**config.mk**
```make
export PLATFORM = sky130hd
export DESIGN_NAME = pair_regfile
export DESIGN_NICKNAME = d
export VERILOG_FILES = /design/src/rtl/pair_regfile_pkg.sv /design/src/rtl/pair_regfile_dec.sv /design/src/rtl/pair_regfile_pair.sv /design/src/rtl/pair_regfile_rdmux.sv /design/src/rtl/pair_regfile.sv
export SDC_FILE = /design/constraint.sdc
export NUM_CORES = 1
export LEC_CHECK = 0
export ABC_AREA = 1
export BUFFER_PORTS_ARGS = -buffer_cell sky130_fd_sc_hd__buf_2
export CAP_MARGIN = 20
export CORE_AREA = 2 2 180 270
export CTS_CLUSTER_DIAMETER = 30
export DETAILED_ROUTE_END_ITERATION = 7
export DIE_AREA = 0 0 182 272
export GPL_TIMING_DRIVEN = 0
export HOLD_SLACK_MARGIN = 0.1
export PLACE_DENSITY = 0.35
export SLEW_MARGIN = 10
export SYNTH_ARGS = -nofsm -noshare
export SYNTH_HDL_FRONTEND = slang
export SYNTH_SLANG_ARGS = --single-unit
```
**constraint.sdc**
```tcl
create_clock -name clk -period 2.2 [get_ports clk]
set_input_delay 0.33 -clock clk [delete_from_list [all_inputs] [get_ports clk]]
set_output_delay 0.33 -clock clk [all_outputs]
set_load 0.01 [all_outputs]
```
**src/rtl/pair_regfile_pkg.sv**
```systemverilog
package pair_regfile_pkg;

  // Select code layout: [4] whole pair, [3:1] pair index, [0] low byte.
  localparam int SEL_W = 5;
  localparam int IDX_W = 3;

  typedef enum logic [1:0] {
    STEP_NONE = 2'b00,
    STEP_UP   = 2'b01,
    STEP_DOWN = 2'b10,
    STEP_UP2  = 2'b11
  } step_e;

  function automatic logic [IDX_W-1:0] sel_index(input logic [SEL_W-1:0] s);
    return s[3:1];
  endfunction

  function automatic logic sel_is_pair(input logic [SEL_W-1:0] s);
    return s[4];
  endfunction

  function automatic logic sel_is_low(input logic [SEL_W-1:0] s);
    return s[0];
  endfunction

  // Signed adjustment applied by a step code.
  function automatic int step_amount(input step_e op);
    case (op)
      STEP_UP:   return 1;
      STEP_DOWN: return -1;
      STEP_UP2:  return 2;
      default:   return 0;
    endcase
  endfunction

endpackage

```
**src/rtl/pair_regfile_dec.sv**
```systemverilog
module pair_regfile_dec
  import pair_regfile_pkg::*;
#(
  parameter int NUM_PAIRS = 6   // at most 2**IDX_W
) (
  input  logic [SEL_W-1:0]     sel,
  output logic [NUM_PAIRS-1:0] hit,
  output logic                 is_pair,
  output logic                 is_low
);

  logic [IDX_W-1:0] idx;

  assign idx     = sel_index(sel);
  assign is_pair = sel_is_pair(sel);
  assign is_low  = sel_is_low(sel);

  // Indices with no storage behind them hit nothing.
  for (genvar g = 0; g < NUM_PAIRS; g++) begin : g_hit
    assign hit[g] = (idx == IDX_W'(g));
  end

endmodule

```
**src/rtl/pair_regfile_pair.sv**
```systemverilog
module pair_regfile_pair
  import pair_regfile_pkg::*;
#(
  parameter int BYTE_W = 8
) (
  input  logic              clk,
  input  logic              rst_n,
  input  logic              wr_whole,
  input  logic              wr_high,
  input  logic              wr_low,
  input  step_e             step_op,
  input  logic [2*BYTE_W-1:0] din,
  output logic [2*BYTE_W-1:0] q
);

  localparam int PAIR_W = 2 * BYTE_W;

  logic [PAIR_W-1:0] stepped;
  logic              step_go;

  assign stepped = q + PAIR_W'(step_amount(step_op));
  assign step_go = (step_op != STEP_NONE);

  // Bus loads outrank the in-place step.
  always_ff @(posedge clk or negedge rst_n) begin
    if (!rst_n) begin
      q <= '0;
    end else if (wr_whole) begin
      q <= din;
    end else if (wr_high) begin
      q[PAIR_W-1:BYTE_W] <= din[BYTE_W-1:0];
    end else if (wr_low) begin
      q[BYTE_W-1:0] <= din[BYTE_W-1:0];
    end else if (step_go) begin
      q <= stepped;
    end
  end

endmodule

```
**src/rtl/pair_regfile_rdmux.sv**
```systemverilog
module pair_regfile_rdmux #(
  parameter int NUM_PAIRS = 6,
  parameter int BYTE_W    = 8
) (
  input  logic [NUM_PAIRS*2*BYTE_W-1:0] pairs_flat,
  input  logic [NUM_PAIRS-1:0]          hit,
  input  logic                          is_pair,
  input  logic                          is_low,
  input  logic                          oe,
  output logic [2*BYTE_W-1:0]           dout
);

  localparam int PAIR_W = 2 * BYTE_W;

  logic [PAIR_W-1:0] picked;
  logic [BYTE_W-1:0] byte_pick;

  // AND-OR selection; the hit vector is one-hot or empty.
  always_comb begin
    picked = '0;
    for (int i = 0; i < NUM_PAIRS; i++) begin
      if (hit[i]) picked = picked | pairs_flat[i*PAIR_W +: PAIR_W];
    end
  end

  assign byte_pick = is_low ? picked[BYTE_W-1:0] : picked[PAIR_W-1:BYTE_W];

  always_comb begin
    if (!oe)          dout = '0;
    else if (is_pair) dout = picked;
    else              dout = {{BYTE_W{1'b0}}, byte_pick};
  end

endmodule

```
**src/rtl/pair_regfile.sv**
```systemverilog
module pair_regfile
  import pair_regfile_pkg::*;
#(
  parameter int NUM_PAIRS = 6,
  parameter int BYTE_W    = 8
) (
  input  logic                clk,
  input  logic                rst_n,
  input  logic [4:0]          rd_sel,
  input  logic                out_en,
  input  logic [4:0]          wr_sel,
  input  logic                wr_en,
  input  logic [1:0]          step_sel,
  input  logic [2*BYTE_W-1:0] bus_in,
  output logic [2*BYTE_W-1:0] bus_out
);

  localparam int PAIR_W = 2 * BYTE_W;
  localparam int FLAT_W = NUM_PAIRS * PAIR_W;

  // Decoded select events, kept as named wires for the checker.
  logic [NUM_PAIRS-1:0] rd_hit;
  logic [NUM_PAIRS-1:0] wr_dec_hit;
  logic [NUM_PAIRS-1:0] wr_hit;
  logic [NUM_PAIRS-1:0] step_hit;
  logic                 rd_is_pair, rd_is_low;
  logic                 wr_is_pair, wr_is_low;
  step_e                step_op;
  logic [FLAT_W-1:0]    pairs_flat;

  assign step_op = step_e'(step_sel);

  pair_regfile_dec #(.NUM_PAIRS(NUM_PAIRS)) u_rd_dec (
    .sel     (rd_sel),
    .hit     (rd_hit),
    .is_pair (rd_is_pair),
    .is_low  (rd_is_low)
  );

  pair_regfile_dec #(.NUM_PAIRS(NUM_PAIRS)) u_wr_dec (
    .sel     (wr_sel),
    .hit     (wr_dec_hit),
    .is_pair (wr_is_pair),
    .is_low  (wr_is_low)
  );

  assign wr_hit   = wr_en ? wr_dec_hit : '0;
  assign step_hit = (!wr_en && step_op != STEP_NONE) ? wr_dec_hit : '0;

  for (genvar g = 0; g < NUM_PAIRS; g++) begin : g_pair
    logic  ld_whole, ld_high, ld_low;
    step_e op_g;

    assign ld_whole = wr_hit[g] & wr_is_pair;
    assign ld_high  = wr_hit[g] & ~wr_is_pair & ~wr_is_low;
    assign ld_low   = wr_hit[g] & ~wr_is_pair & wr_is_low;
    assign op_g     = step_hit[g] ? step_op : STEP_NONE;

    pair_regfile_pair #(.BYTE_W(BYTE_W)) u_pair (
      .clk      (clk),
      .rst_n    (rst_n),
      .wr_whole (ld_whole),
      .wr_high  (ld_high),
      .wr_low   (ld_low),
      .step_op  (op_g),
      .din      (bus_in),
      .q        (pairs_flat[g*PAIR_W +: PAIR_W])
    );
  end

  pair_regfile_rdmux #(.NUM_PAIRS(NUM_PAIRS), .BYTE_W(BYTE_W)) u_rdmux (
    .pairs_flat (pairs_flat),
    .hit        (rd_hit),
    .is_pair    (rd_is_pair),
    .is_low     (rd_is_low),
    .oe         (out_en),
    .dout       (bus_out)
  );

endmodule

```
## After elaboration in Yosys (flattened, before gate mapping)

Index checks and enable logic that the tools add are counted.

- Register bits after elaboration: 96
- Input bits: 32
- Output and inout bits: 16
- Word-level logic and storage cells: 183

- Add/sub/neg operators: 6
- Eq/ne operators: 40
- Muxes and demuxes: 59
- Bitwise gates (word level): 31
- Reduce and logical (&&, ||, !) cells: 35

Operators with widths:

| operator | number |
|---|---|
| 16-bit two-way mux | 20 |
| 16-bit one-hot mux with 3 select lines | 6 |
| 8-bit two-way mux | 25 |
| 16-bit adder | 6 |
| 16-bit bitwise OR | 5 |
| 3-bit nonzero test | 12 |
| 1-bit bitwise AND | 24 |
| 2-bit equality test, second input constant | 12 |
| 2-bit AND reduction | 12 |
| 3-bit inequality test, second input constant | 6 |
| 2-bit nonzero test | 7 |
| 2-bit by 1-bit equality test with 1-bit output, second input constant | 6 |
| 3-bit by 2-bit equality test with 1-bit output, second input constant | 4 |
| 3-bit equality test, second input constant | 4 |
| 2-bit two-way mux | 6 |
| 6-bit two-way mux | 2 |
| 2-bit inequality test, second input constant | 6 |
| 3-bit by 1-bit equality test with 1-bit output, second input constant | 2 |
| 3-bit zero test | 2 |
| 1-bit NOT | 2 |
| 1-bit logical AND | 1 |
| 1-bit zero test | 1 |

## Depth between registers and ports, before layout

Gate-level depths: netlist of the first run.

- Depth in word-level cells: 15
- Depth in mapped cells: 22
- Mapped depth without buffers: 20

## By module

A second synthesis of the first run with hierarchy kept.

- Cells, all modules: 2287
- Area total of the unflattened synthesis: 12912.4 um^2

By module, submodules not included:

| module | times used | cells each | area an instance (um^2) | seq. area each (um^2) |
|---|---|---|---|---|
| pair_regfile_pair at g_pair[0].u_pair ... | 3 | 325 | 1911.8 | 400.4 |
| pair_regfile_pair at g_pair[3].u_pair ... | 2 | 326 | 1924.3 | 400.4 |
| pair_regfile_pair at g_pair[5].u_pair | 1 | 326 | 1906.8 | 400.4 |
| pair_regfile_rdmux | 1 | 250 | 1057.3 | 0.0 |
| pair_regfile | 1 | 56 | 239.0 | 0.0 |
| pair_regfile_dec | 2 | 14 | 62.6 | 0.0 |

## Worst setup path after synthesis of the first run

Ideal clock, no wire load.

- Path kind: input to register
- Start: in step_sel[1]
- End: reg g_pair[3].u_pair.q[14]
- Data arrival time: 2744 ps
- Required time: 2123 ps
- Slack: -621 ps
- Stages on the path: 18
- Cells stage by stage: nor2_1 > nor2_1 > clkbuf_1 > nand3_1 > ha_1 > ha_1 > inv_1 > fa_1 > inv_1 > nand3_1 > nand2_1 > nand2_1 > nand2_1 > nand3b_1 > a21o_1 > nand3_1 > nand2_1 > a21oi_1

- Word-level cells in the longest chain between the ends: 11

RTL lines:

| what | line | text |
|---|---|---|
| start: declaration | pair_regfile.sv:13 | `input logic [1:0] step_sel,` |
| 2-bit nonzero test | pair_regfile.sv:48 | `assign step_hit = (!wr_en && step_op != STEP_NONE) ? wr_dec_hit : '0;` |
| 1-bit logical AND | pair_regfile.sv:48 |  |
| 6-bit two-way mux | pair_regfile.sv:48 |  |
| 2-bit two-way mux (*) | pair_regfile.sv:57 | `assign op_g = step_hit[g] ? step_op : STEP_NONE;` |
| 2-bit equality test or 2-bit by 1-bit equality test with 1-bit output (tied branches) | pair_regfile_pkg.sv:28 | `case (op)` |
| 16-bit one-hot mux with 3 select lines | pair_regfile_pkg.sv:28 |  |
| 16-bit adder | pair_regfile_pair.sv:21 | `assign stepped = q + PAIR_W'(step_amount(step_op));` |
| 16-bit two-way mux | pair_regfile_pair.sv:34 | `end else if (step_go) begin` |
| 8-bit two-way mux | pair_regfile_pair.sv:32 | `end else if (wr_low) begin` |
| 8-bit two-way mux | pair_regfile_pair.sv:30 | `end else if (wr_high) begin` |
| 16-bit two-way mux | pair_regfile_pair.sv:28 | `end else if (wr_whole) begin` |
| end signal: assignment | pair_regfile_pair.sv:29 | `q <= din;` |
| end signal: indexed assignment | pair_regfile_pair.sv:31 | `q[PAIR_W-1:BYTE_W] <= din[BYTE_W-1:0];` |
| end signal: indexed assignment | pair_regfile_pair.sv:33 | `q[BYTE_W-1:0] <= din[BYTE_W-1:0];` |
| end: declaration | pair_regfile_pair.sv:13 | `output logic [2*BYTE_W-1:0] q` |

Mark *: on every way between the ends. The rest lies on a longest branch, timed or not. The select of a mux whose other input is x is not followed.
A chain may end at the register's enable or synchronous reset.

## Final worst setup path of the first run

Same ends and word-level chain as after synthesis.

==> flow_summary.toml, run 1 <==
[setup_path]
critPathSlowestCell = "fa_2"
reg2reg_from = "g_pair[3].u_pair.q[0]"
worstSetupEndpointType = "flip-flop"
worst-endpoint-arrival_ns = 2.75
critical-path-max-stage-delay_ns = 0.35
crit_top_cell = "nand2_2"
cp-startpoint = "step_sel[1]"
path_buf_inv = 4
crit_family = "simple AND/OR/NAND/NOR gates"
worstSetupPathType = "primary input to flip-flop"
path_max_fanout = 4
worstPathCellList = "buf_16 -> nor2_4 -> nor2_4 -> clkbuf_16 -> nand3_4 -> ha_4 -> ha_4 -> inv_2 -> fa_2 -> inv_2 -> nand3_2 -> nand2_2 -> nand2_2 -> nand2_4 -> nand3b_1 -> a21o_1 -> nand3_2 -> nand2_2 -> a21oi_2"
startpoint_type = "primary input"
cp.required_ns = 2.51

[synth]
ys_seq_area_share_pct = 20.6
yosysWarningCount = 0
synthCells = 2001
ys_seq_elements = 96
synth_cell_type_count = 52
avgSynthCellArea_sq_um = 5.82
syn_nets = 2093
synth_edf_count = 0
synth_area_sq_mm = 0.0116
synth_ff_type = "dfrtp_1"
async_flop_share_pct = 100

[place]
io_buffers = 45
routabilityCongestion = 0.903
hpwl_mm = 46.7
place_area_sq_mm = 0.0134

[power]
p_leak_nw = 8.76
power_density_mw_per_mm2 = 792
ir_worst_vdd_uv = 384

[routing]
routed_wl_mm = 62.0
postRouteAntennaNets = 0
drtIter0Drc = 754
route.detailed.drc = 0
drt-vias-per-instance = 5.00
vias = 14100
dr.pass1.iters = 5
wl_per_cell_um = 22.0

[global_route]
antenna_found_initial = 0
grt_max_degree = 71
grt_pass1_vias = 13400
grt_pass1_wl_mm = 87.4
grt_use_total_pct = 23.9
grt_overflow = 0

[timing]
setup_viol = 63
drv_slew = 0
setup_slack_ns = -0.247
tightest_slew_ns = 0.836
hold_viol = 0
relSlewSlack_pct = 44.2
timing.final.crit_share_pct = 111
fin_crit_ns = 2.45
finClkSkew_ns = 0.00665
rsz0062_at_grt = "yes"
fmax_ghz = 0.409

[clock_network]
clock_sinks = 96
cts_buffer_depth = 2
clk_latency_ns = 0.38
cts_root_buf = "clkbuf_16"
tritoncts = "built"
numCtsBuffers = 9
clkTransAtPathRegs_ns = 0.07
htreeDepth = 3

[flow_run]
cap_viol_max_count = 0

[final_layout]
fin_area_sq_mm = 0.0180
syn2layout_area_growth_pct = 54.9
nets = 2304
final_util_pct = 38.1
multi_input_area_sq_mm = 0.0110
mostFrequentLayoutCells = "372 x nand2_1, 214 x inv_1, 163 x a21oi_1, 143 x nand2_2, 127 x nor2_1"
antennaDiodeCount = 0
reg_top3 = "g_pair.u_pair.q (96)"
drive_above_1_share_pct = 42.5
layout_commonest_cell = "nand2_1"
regArea_sq_mm = 0.00242
largest_reg_flops = 96
filler_cell_count = 5106
top_register = "g_pair.u_pair.q"

[die]
die_x_um = 182
rows = 98
die_area_sq_mm = 0.0495
io_pins = 48
coreArea_sq_mm = 0.0473
start_util_pct = 24.6
die_y_um = 272

[status]
violations = "setup timing"
status = "finished with violations"

[worst_hold_path]
hold_class = "primary input to async pin"
cell usage after synthesis, types with 3 or more instances:
cell,count,area (sq um)
o211ai_1,4,30.0
nand4_1,11,68.8
a22oi_1,11,82.6
nand2_1,573,2150
inv_1,285,1070
inv_2,17,63.8
buf_4,9,67.6
clkbuf_1,11,41.3
nor2_1,215,807
fa_1,6,120
o21bai_1,12,90.1
nand3b_1,4,30.0
nand3_1,152,761
nor3_2,3,30.0
nor3_1,5,25.0
xor2_1,32,280
inv_4,4,25.0
a21o_1,4,30.0
o21ai_0,118,591
a21oi_1,250,1250
a221oi_1,4,35.0
dfrtp_1,96,2400
nand3_2,3,30.0
o2111ai_1,6,52.6
buf_2,18,90.1
a31oi_1,4,25.0
o22ai_1,13,81.3
nor2_2,5,31.3
xnor2_1,18,158
nand2_2,6,37.5
o21ai_1,14,70.1
o21ai_2,3,26.3
buf_6,4,45.0
ha_1,54,676
final cells by class:
type,instances,area share (%)
clock inverter,4,0.264
tap,600,4.16
clock buffer,10,1.27
inverter,307,6.91
timing repair buffer,203,10.5
multi-input combinational,1555,61.0
buffer,40,2.46
sequential,96,13.4
timing repair:
item / in CTS / in global routing
pin swaps: 68 / 261
hold buffers: 1 / 0
buffers inserted: 45 / 105
setup endpoints to repair: 104 / 89
hold endpoints to repair: 26 / 0
gates cloned: 2 / 5
gates resized for setup: 237 / 632
where the power goes:
part / internal (W) / switching, W
logic: 0.00346 / 0.00547
clock network: 0.000868 / 0.000823
registers: 0.00246 / 0.00121
stage by stage:
stage          std cells  worst slack, ns  TNS (ns)  power [W]  hold slack (ns)
2_1_floorplan       2001           -0.298     -6.34    0.00732           0.0344
3_3_place_gp        2646            -1.27   -160.36    0.00968            0.512
3_5_place_dp        2647            -1.27    -86.85    0.00968            0.240
4_1_cts             2708           -0.202     -4.96     0.0121            0.374
5_1_grt             2815           -0.341    -14.46     0.0153            0.401
6_report            2815           -0.247     -7.21     0.0143            0.406
logic make-up after synthesis:
kind of cell	count (synthesis)	share of synthesized area [%]
adders and majority gates	60	6.83
and+or+nand+nor	989	35.4
DFF	96	20.6
buffers and inverters	350	12.1
AOI/OAI and AO/OA	456	21.2
xor gates and xnor gates	50	3.76
worst paths after layout:
path	end	slack, ns	cells past startpoint
setup / recovery	g_pair[3].u_pair.q[14]	-0.25	19
hold / removal	g_pair[0].u_pair.q[14]	0.41	2
setup reg to reg	g_pair[3].u_pair.q[14]	0.09	13
hold reg to reg	g_pair[4].u_pair.q[8]	0.57	2
max in group asynchronous	g_pair[3].u_pair.q[14]	0.98	3
min in group clk	g_pair[5].u_pair.q[8]	0.41	3
metal layers:
metal | share of wire, % | wire length, um | track usage [%] | vias up
met4 | 3.1 | 1920 | 7.83 | 0
met1 | 42 | 26100 | 29.0 | 6813
met5 | 0 | 0 | 0 | -
met2 | 52 | 32400 | 44.2 | 276
li1 | - | - | - | 6915
met3 | 2.4 | 1500 | 1.97 | 77
Note: power is estimated with default switching activity, not from simulation.
==> run 2, diff against run 1 <==
Settings changed: ABC_AREA 1 to not set, BUFFER_PORTS_ARGS -buffer_cell sky130_fd_sc_hd__buf_2 to -buffer_cell sky130_fd_sc_hd__buf_4, CORE_AREA 2 2 180 270 to 2 2 172 259, DIE_AREA 0 0 182 272 to 0 0 174 261.
==> run 2 against run 1 <==
The run still ends with setup timing left. Clock skew up 0.010 ns. Global-route usage is 0.11 points higher. Critical path depth shrank 4. Sequential power shrank 8.7%. Non-clock buffer count is 69 higher. Clock power increased by 12%. Core utilization rose by 0.25 points. Sequential cell count did not move. Synthesized cell count is 30% lower. Combinational power down 23%. Final cell count fell by 21%. Critical endpoint is now g_pair[5].u_pair.q[12]. Highest routed layer is now met5.
==> flow_summary.toml, run 2 <==
[clock_network]
cts_root_buf = "clkbuf_16"
cts_buffer_depth = 2
clock_sinks = 96
clk_latency_ns = 0.39
clkTransAtPathRegs_ns = 0.08
numCtsBuffers = 9
htreeDepth = 3
tritoncts = "built"

[synth]
yosys.cell_count.top_type = "nor2_1"
yosys-top-cells-count = "142 x nor2_1, 140 x nand2_1, 136 x a21oi_1"
synth_edf_count = 0
ys_seq_area_share_pct = 22.5
synth_cell_type_count = 82
ys_seq_elements = 96
avgSynthCellArea_sq_um = 7.57
async_flop_share_pct = 100
synth_top_cell_by_area = "dfrtp_1"
synth_ff_type = "dfrtp_1"
syn_nets = 1502
yosysWarningCount = 0
synth_area_sq_mm = 0.0107
synth.top_cell.area_share_pct = 22.5
synth_area_leaders = "dfrtp_1 22%, a21oi_1 6.4%, ha_1 6.3%"
synthCells = 1410

[routing]
drt-vias-per-instance = 5.48
wl_per_cell_um = 24.8
vias = 12100
dr.pass1.iters = 8
postRouteAntennaNets = 0
routed_wl_mm = 54.8
route.detailed.drc = 0
drtIter0Drc = 838

[global_route]
grt_pass1_wl_mm = 81.0
grt_use_total_pct = 24.0
antenna_found_initial = 2
grt_overflow = 0
grt_pass1_vias = 12200
grt_max_degree = 68

[place]
hpwl_mm = 40.0
io_buffers = 43
routabilityCongestion = 0.856

[timing]
fin_crit_ns = 2.89
hold_ws_ns = 0.321
drv_slew = 0
fmax_ghz = 0.345
setup_slack_ns = -0.695
timing.final.crit_share_pct = 132
rsz0062_at_grt = "yes"
setup_viol = 85
finClkSkew_ns = 0.0169
relSlewSlack_pct = 19.8
hold_viol = 0
tightest_slew_ns = 1.20

[setup_path]
crit_family = "compound AO/OA/AOI/OAI gates"
cp.required_ns = 2.48
ff2ff_path_depth = 11
path_max_fanout = 7
worst-endpoint-arrival_ns = 3.17
startpoint_type = "primary input"
critPathSlowestCell = "or4_4"
r2r_slack_ns = -0.46
r2r_end = "g_pair[5].u_pair.q[12]"
worstPathCellList = "buf_12 -> and3b_2 -> nand2_4 -> ha_4 -> ha_4 -> inv_2 -> fa_2 -> or4_4 -> a21oi_2 -> a21oi_2 -> o21ai_1 -> a32oi_2 -> xnor2_2 -> o22ai_1 -> a22o_1"
path_buf_inv = 2
worstSetupPathDepth = 15
reg2reg_from = "g_pair[5].u_pair.q[0]"
worstSetupEndpointType = "flip-flop"
critical-path-max-stage-delay_ns = 0.42
worstSetupPathType = "primary input to flip-flop"

[final_layout]
drive_above_1_share_pct = 41.9
top_register = "g_pair.u_pair.q"
reg_top3 = "g_pair.u_pair.q (96)"
antennaDiodeCount = 0
layout_commonest_cell = "buf_4"
final_util_pct = 38.4
nets = 1723
syn2layout_area_growth_pct = 55.5
largest_reg_flops = 96
mostFrequentLayoutCells = "150 x buf_4, 123 x nor2_1, 120 x nand2_1, 87 x buf_6, 84 x a21oi_1"

[status]
status = "finished with violations"
violations = "setup timing"

[worst_hold_path]
hold_class = "primary input to flip-flop"
min_from = "bus_in[11]"
hold_depth = 3
holdPathEnd = "g_pair[0].u_pair.q[11]"

[die]
rows = 94
die_area_sq_mm = 0.0454
coreArea_sq_mm = 0.0433
io_pins = 48
die_y_um = 261
start_util_pct = 24.7
die_x_um = 174

[power]
p_leak_nw = 6.51
power_density_mw_per_mm2 = 729
ir_worst_vdd_uv = 315

[flow_run]
cap_viol_max_count = 0
-- run 2: power by group --
| group | internal, W | switching, W |
|---|---|---|
| clock network | 0.00100 | 0.000896 |
| logic | 0.00302 | 0.00384 |
| registers | 0.00239 | 0.000958 |
| total | 0.00642 | 0.00570 |
-- run 2: cell families after synthesis --
logic type	after synthesis	synth area share, %
xor+xnor	81	6.71
buf+inv	154	6.36
compound gates	492	30.3
flops	96	22.5
simple gates	476	21.0
fa+ha+maj	60	7.45
mux	51	5.65
-- run 2: worst max path at each step --
| stage | end | from | slack (ns) |
|---|---|---|---|
| 2_1_floorplan | g_pair[0].u_pair.q[12] | wr_sel[1] | -0.85 |
| 6_report | g_pair[5].u_pair.q[12] | wr_en | -0.69 |
| 4_1_cts | g_pair[5].u_pair.q[12] | wr_en | -0.68 |
| 3_3_place_gp | g_pair[0].u_pair.q[12] | wr_sel[3] | -1.67 |
| 3_5_place_dp | g_pair[0].u_pair.q[12] | wr_sel[3] | -1.64 |
| 5_1_grt | g_pair[4].u_pair.q[14] | wr_sel[1] | -0.80 |
-- run 2: through the flow --
stage	cell area (sq um)	TNS, ns	total power, W	setup slack (ns)	std cells
4_1_cts	15300	-26.86	0.0115	-0.685	2166
2_1_floorplan	11000	-30.08	0.00642	-0.850	1410
3_5_place_dp	12100	-102.93	0.00827	-1.64	2032
5_1_grt	16600	-36.21	0.0129	-0.800	2212
3_3_place_gp	12100	-102.93	0.00826	-1.67	2029
6_report	16600	-27.10	0.0121	-0.695	2212
-- run 2: area by class of cell --
type                            instances  area, sq um
Multi-Input combinational cell       1160        10100
Buffer                                 88          797
Sequential cell                        96         2420
Tap cell                              576          721
Timing Repair Buffer                  224         2080
Clock buffer                            9          225
Inverter                               52          216
Fill cell                            4517        26700
Clock inverter                          7         92.6
-- run 2: timing repair --
item | in CTS | in global routing
pin swaps | 170 | 171
buffers inserted | 132 | 63
hold buffers | 1 | 0
gates cloned | 1 | 3
setup endpoints to repair | 110 | 105
resized for setup | 419 | 236
hold endpoints to repair | 29 | 0
-- run 2: worst reg2reg max path, stage by stage, from the launching register on --
cell and delay [ns]:
dfrtp_1 0.42, ha_4 0.16, inv_2 0.04, fa_2 0.36, or4_4 0.42, a21oi_2 0.14, a21oi_2 0.07, o21ai_1 0.18
a32oi_2 0.15, xnor2_2 0.27, o22ai_1 0.10, a22o_1 0.22
-- run 2: routing by layer --
| layer | routed length, um | share of wire [%] | track usage [%] | vias up |
|---|---|---|---|---|
| met1 | 21500 | 39 | 27.2 | 5996 |
| met2 | 28300 | 52 | 44.9 | 324 |
| met4 | 2880 | 5.3 | 10.3 | 4 |
| met5 | 29 | 0.053 | 0 | - |
| li1 | - | - | - | 5680 |
| met3 | 2110 | 3.8 | 3.27 | 123 |
==> run 3, diff against run 2 <==
Settings changed: ABC_AREA set to 1, CORE_AREA 2 2 172 259 to 2 2 180 270, DIE_AREA 0 0 174 261 to 0 0 182 272.
==> run 3 against run 2 <==
The flow still finishes with violations (setup timing). Sequential cell count is the same. Largest cell class unchanged. Worst hold slack gained 0.016 ns. Via count grew 18%. Wire length grew 14%. Global-route usage grew 0.61 points. Power grew 22%. First-iteration DRC count shrank 13%. Sequential share of layout area shrank 1.9 points.
==> flow_summary.toml, run 3 (synthesis gave the netlist of run 1 again) <==
[status]
status = "finished with violations"
violations = "setup timing"

[timing]
fin_tns_setup_ns = -6.71
finClkSkew_ns = 0.00933
timing.final.crit_share_pct = 110
setup_slack_ns = -0.210
fmax_ghz = 0.415
fin_crit_ns = 2.41
hold_viol = 0
drv_slew = 0
rsz0062_at_grt = "yes"
tightest_slew_ns = 0.852
relSlewSlack_pct = 43.2
setup_viol = 70

[clock_network]
clock_sinks = 96
htreeDepth = 3
numCtsBuffers = 9
clkTransAtPathRegs_ns = 0.08
cts_root_buf = "clkbuf_16"
cts_buffer_depth = 2
tritoncts = "built"
clk_latency_ns = 0.39

[setup_path]
worst-endpoint-arrival_ns = 2.72
path_buf_inv = 5
path_max_fanout = 4
startpoint_type = "primary input"
worstSetupEndpointType = "flip-flop"
cp.required_ns = 2.51
critical-path-max-stage-delay_ns = 0.36
worstSetupPathType = "primary input to flip-flop"
crit_family = "simple AND/OR/NAND/NOR gates"
crit_top_cell = "nand2_2"
critPathSlowestCell = "fa_2"
worstPathCellList = "buf_12 -> inv_6 -> nor3_4 -> buf_12 -> nand3_4 -> ha_4 -> ha_4 -> inv_2 -> fa_2 -> inv_2 -> nand3_2 -> nand2_2 -> nand2_2 -> nand2_4 -> nand3b_1 -> a21o_1 -> nand3_2 -> nand2_2 -> a21oi_2"

[die]
die_area_sq_mm = 0.0495
rows = 98
coreArea_sq_mm = 0.0473
start_util_pct = 24.6
die_y_um = 272
io_pins = 48
die_x_um = 182

[final_layout]
top_register = "g_pair.u_pair.q"
mostFrequentLayoutCells = "351 x nand2_1, 213 x inv_1, 159 x nand2_2, 155 x a21oi_1, 152 x buf_4"
largest_reg_flops = 96
drive_above_1_share_pct = 45.8
layout_commonest_cell = "nand2_1"
reg_top3 = "g_pair.u_pair.q (96)"
regArea_sq_mm = 0.00241
multi_input_area_sq_mm = 0.0115
filler_cell_count = 5044
syn2layout_area_growth_pct = 63.1
nets = 2332

[routing]
routed_wl_mm = 62.7
wl_per_cell_um = 22.0
postRouteAntennaNets = 0
drtIter0Drc = 732
dr.pass1.iters = 5
drt-vias-per-instance = 5.03
vias = 14300
route.detailed.drc = 0

[place]
io_buffers = 45
routabilityCongestion = 0.880
hpwl_mm = 46.7

[power]
total_power_w = 0.0148
p_leak_nw = 9.11
power_density_mw_per_mm2 = 780
ir_worst_vdd_uv = 326

[flow_run]
cap_viol_max_count = 0

[worst_hold_path]
hold_class = "primary input to flip-flop"

[global_route]
grt_use_total_pct = 24.6
grt_pass1_wl_mm = 90.1
antenna_found_initial = 0
grt_max_degree = 70
grt_pass1_vias = 14000
grt_overflow = 0
[run 3: path summary, 6_finish.rpt]
check	start	end	slack (ns)	cells past startpoint
worst min register to register	g_pair[0].u_pair.q[12]	g_pair[0].u_pair.q[12]	0.56	2
worst max-delay path	wr_sel[1]	g_pair[3].u_pair.q[14]	-0.21	19
worst max register to register	g_pair[3].u_pair.q[0]	g_pair[3].u_pair.q[14]	0.03	13
worst min-delay path	bus_in[3]	g_pair[3].u_pair.q[3]	0.34	3
max in group asynchronous	rst_n	g_pair[2].u_pair.q[7]	1.06	3
min in group asynchronous	rst_n	g_pair[0].u_pair.q[14]	0.41	2
[run 3: metal layers]
layer | global-route usage (%) | share of wire, % | up-vias
li1 | - | - | 6978
met1 | 29.9 | 42 | 6982
met2 | 45.5 | 52 | 271
met3 | 1.82 | 2.9 | 78
met4 | 8.34 | 3.4 | 0
met5 | 0 | 0 | -
[run 3: per-stage QoR]
step	cell area (sq um)	cells	util [%]	setup WS [ns]	hold WS [ns]
3_5_place_dp	13500	2647	28.5	-1.11	0.245
5_1_grt	19000	2844	40.1	-0.372	0.354
4_1_cts	16300	2774	34.5	-0.210	0.336
3_3_place_gp	13400	2646	28.4	-1.12	0.515
2_1_floorplan	12300	2001	-	-0.298	0.0344
6_report	19000	2845	40.1	-0.210	0.337
[run 3: layout make-up]
cell class	instances	share of cell area, %
repair buffers	230	12.2
repair inverters	1	0.0329
multi-input cells	1555	60.5
clock buffers	12	1.40
inverters	307	6.67
flip-flops and latches	96	12.7
diodes	1	0.0132
plain buffers	40	2.26
clock inverters	3	0.211
well taps	600	3.95
[run 3: timing repair]
| item | CTS | global route |
|---|---|---|
| endpoints found under the hold margin | 27 | 0 |
| gates resized for setup | 431 | 554 |
| hold buffers | 1 | 0 |
| buffers inserted | 110 | 71 |
| pin swaps | 182 | 279 |
| endpoints found under the setup margin | 94 | 91 |
| gates cloned | 4 | 7 |
[run 3: worst register-to-register path: cells and delay by family (launching register included)]
family	cells	cell delay, ns
simple gates	7	0.55
flops	1	0.55
fa+ha+maj	2	0.56
compound gates	2	0.31
buf+inv	2	0.12
[run 3: where the power goes]
group,internal [W],leakage [nW],switching [W]
clock network,0.000968,0.154,0.000839
logic,0.00361,7.90,0.00569
registers,0.00246,1.06,0.00126
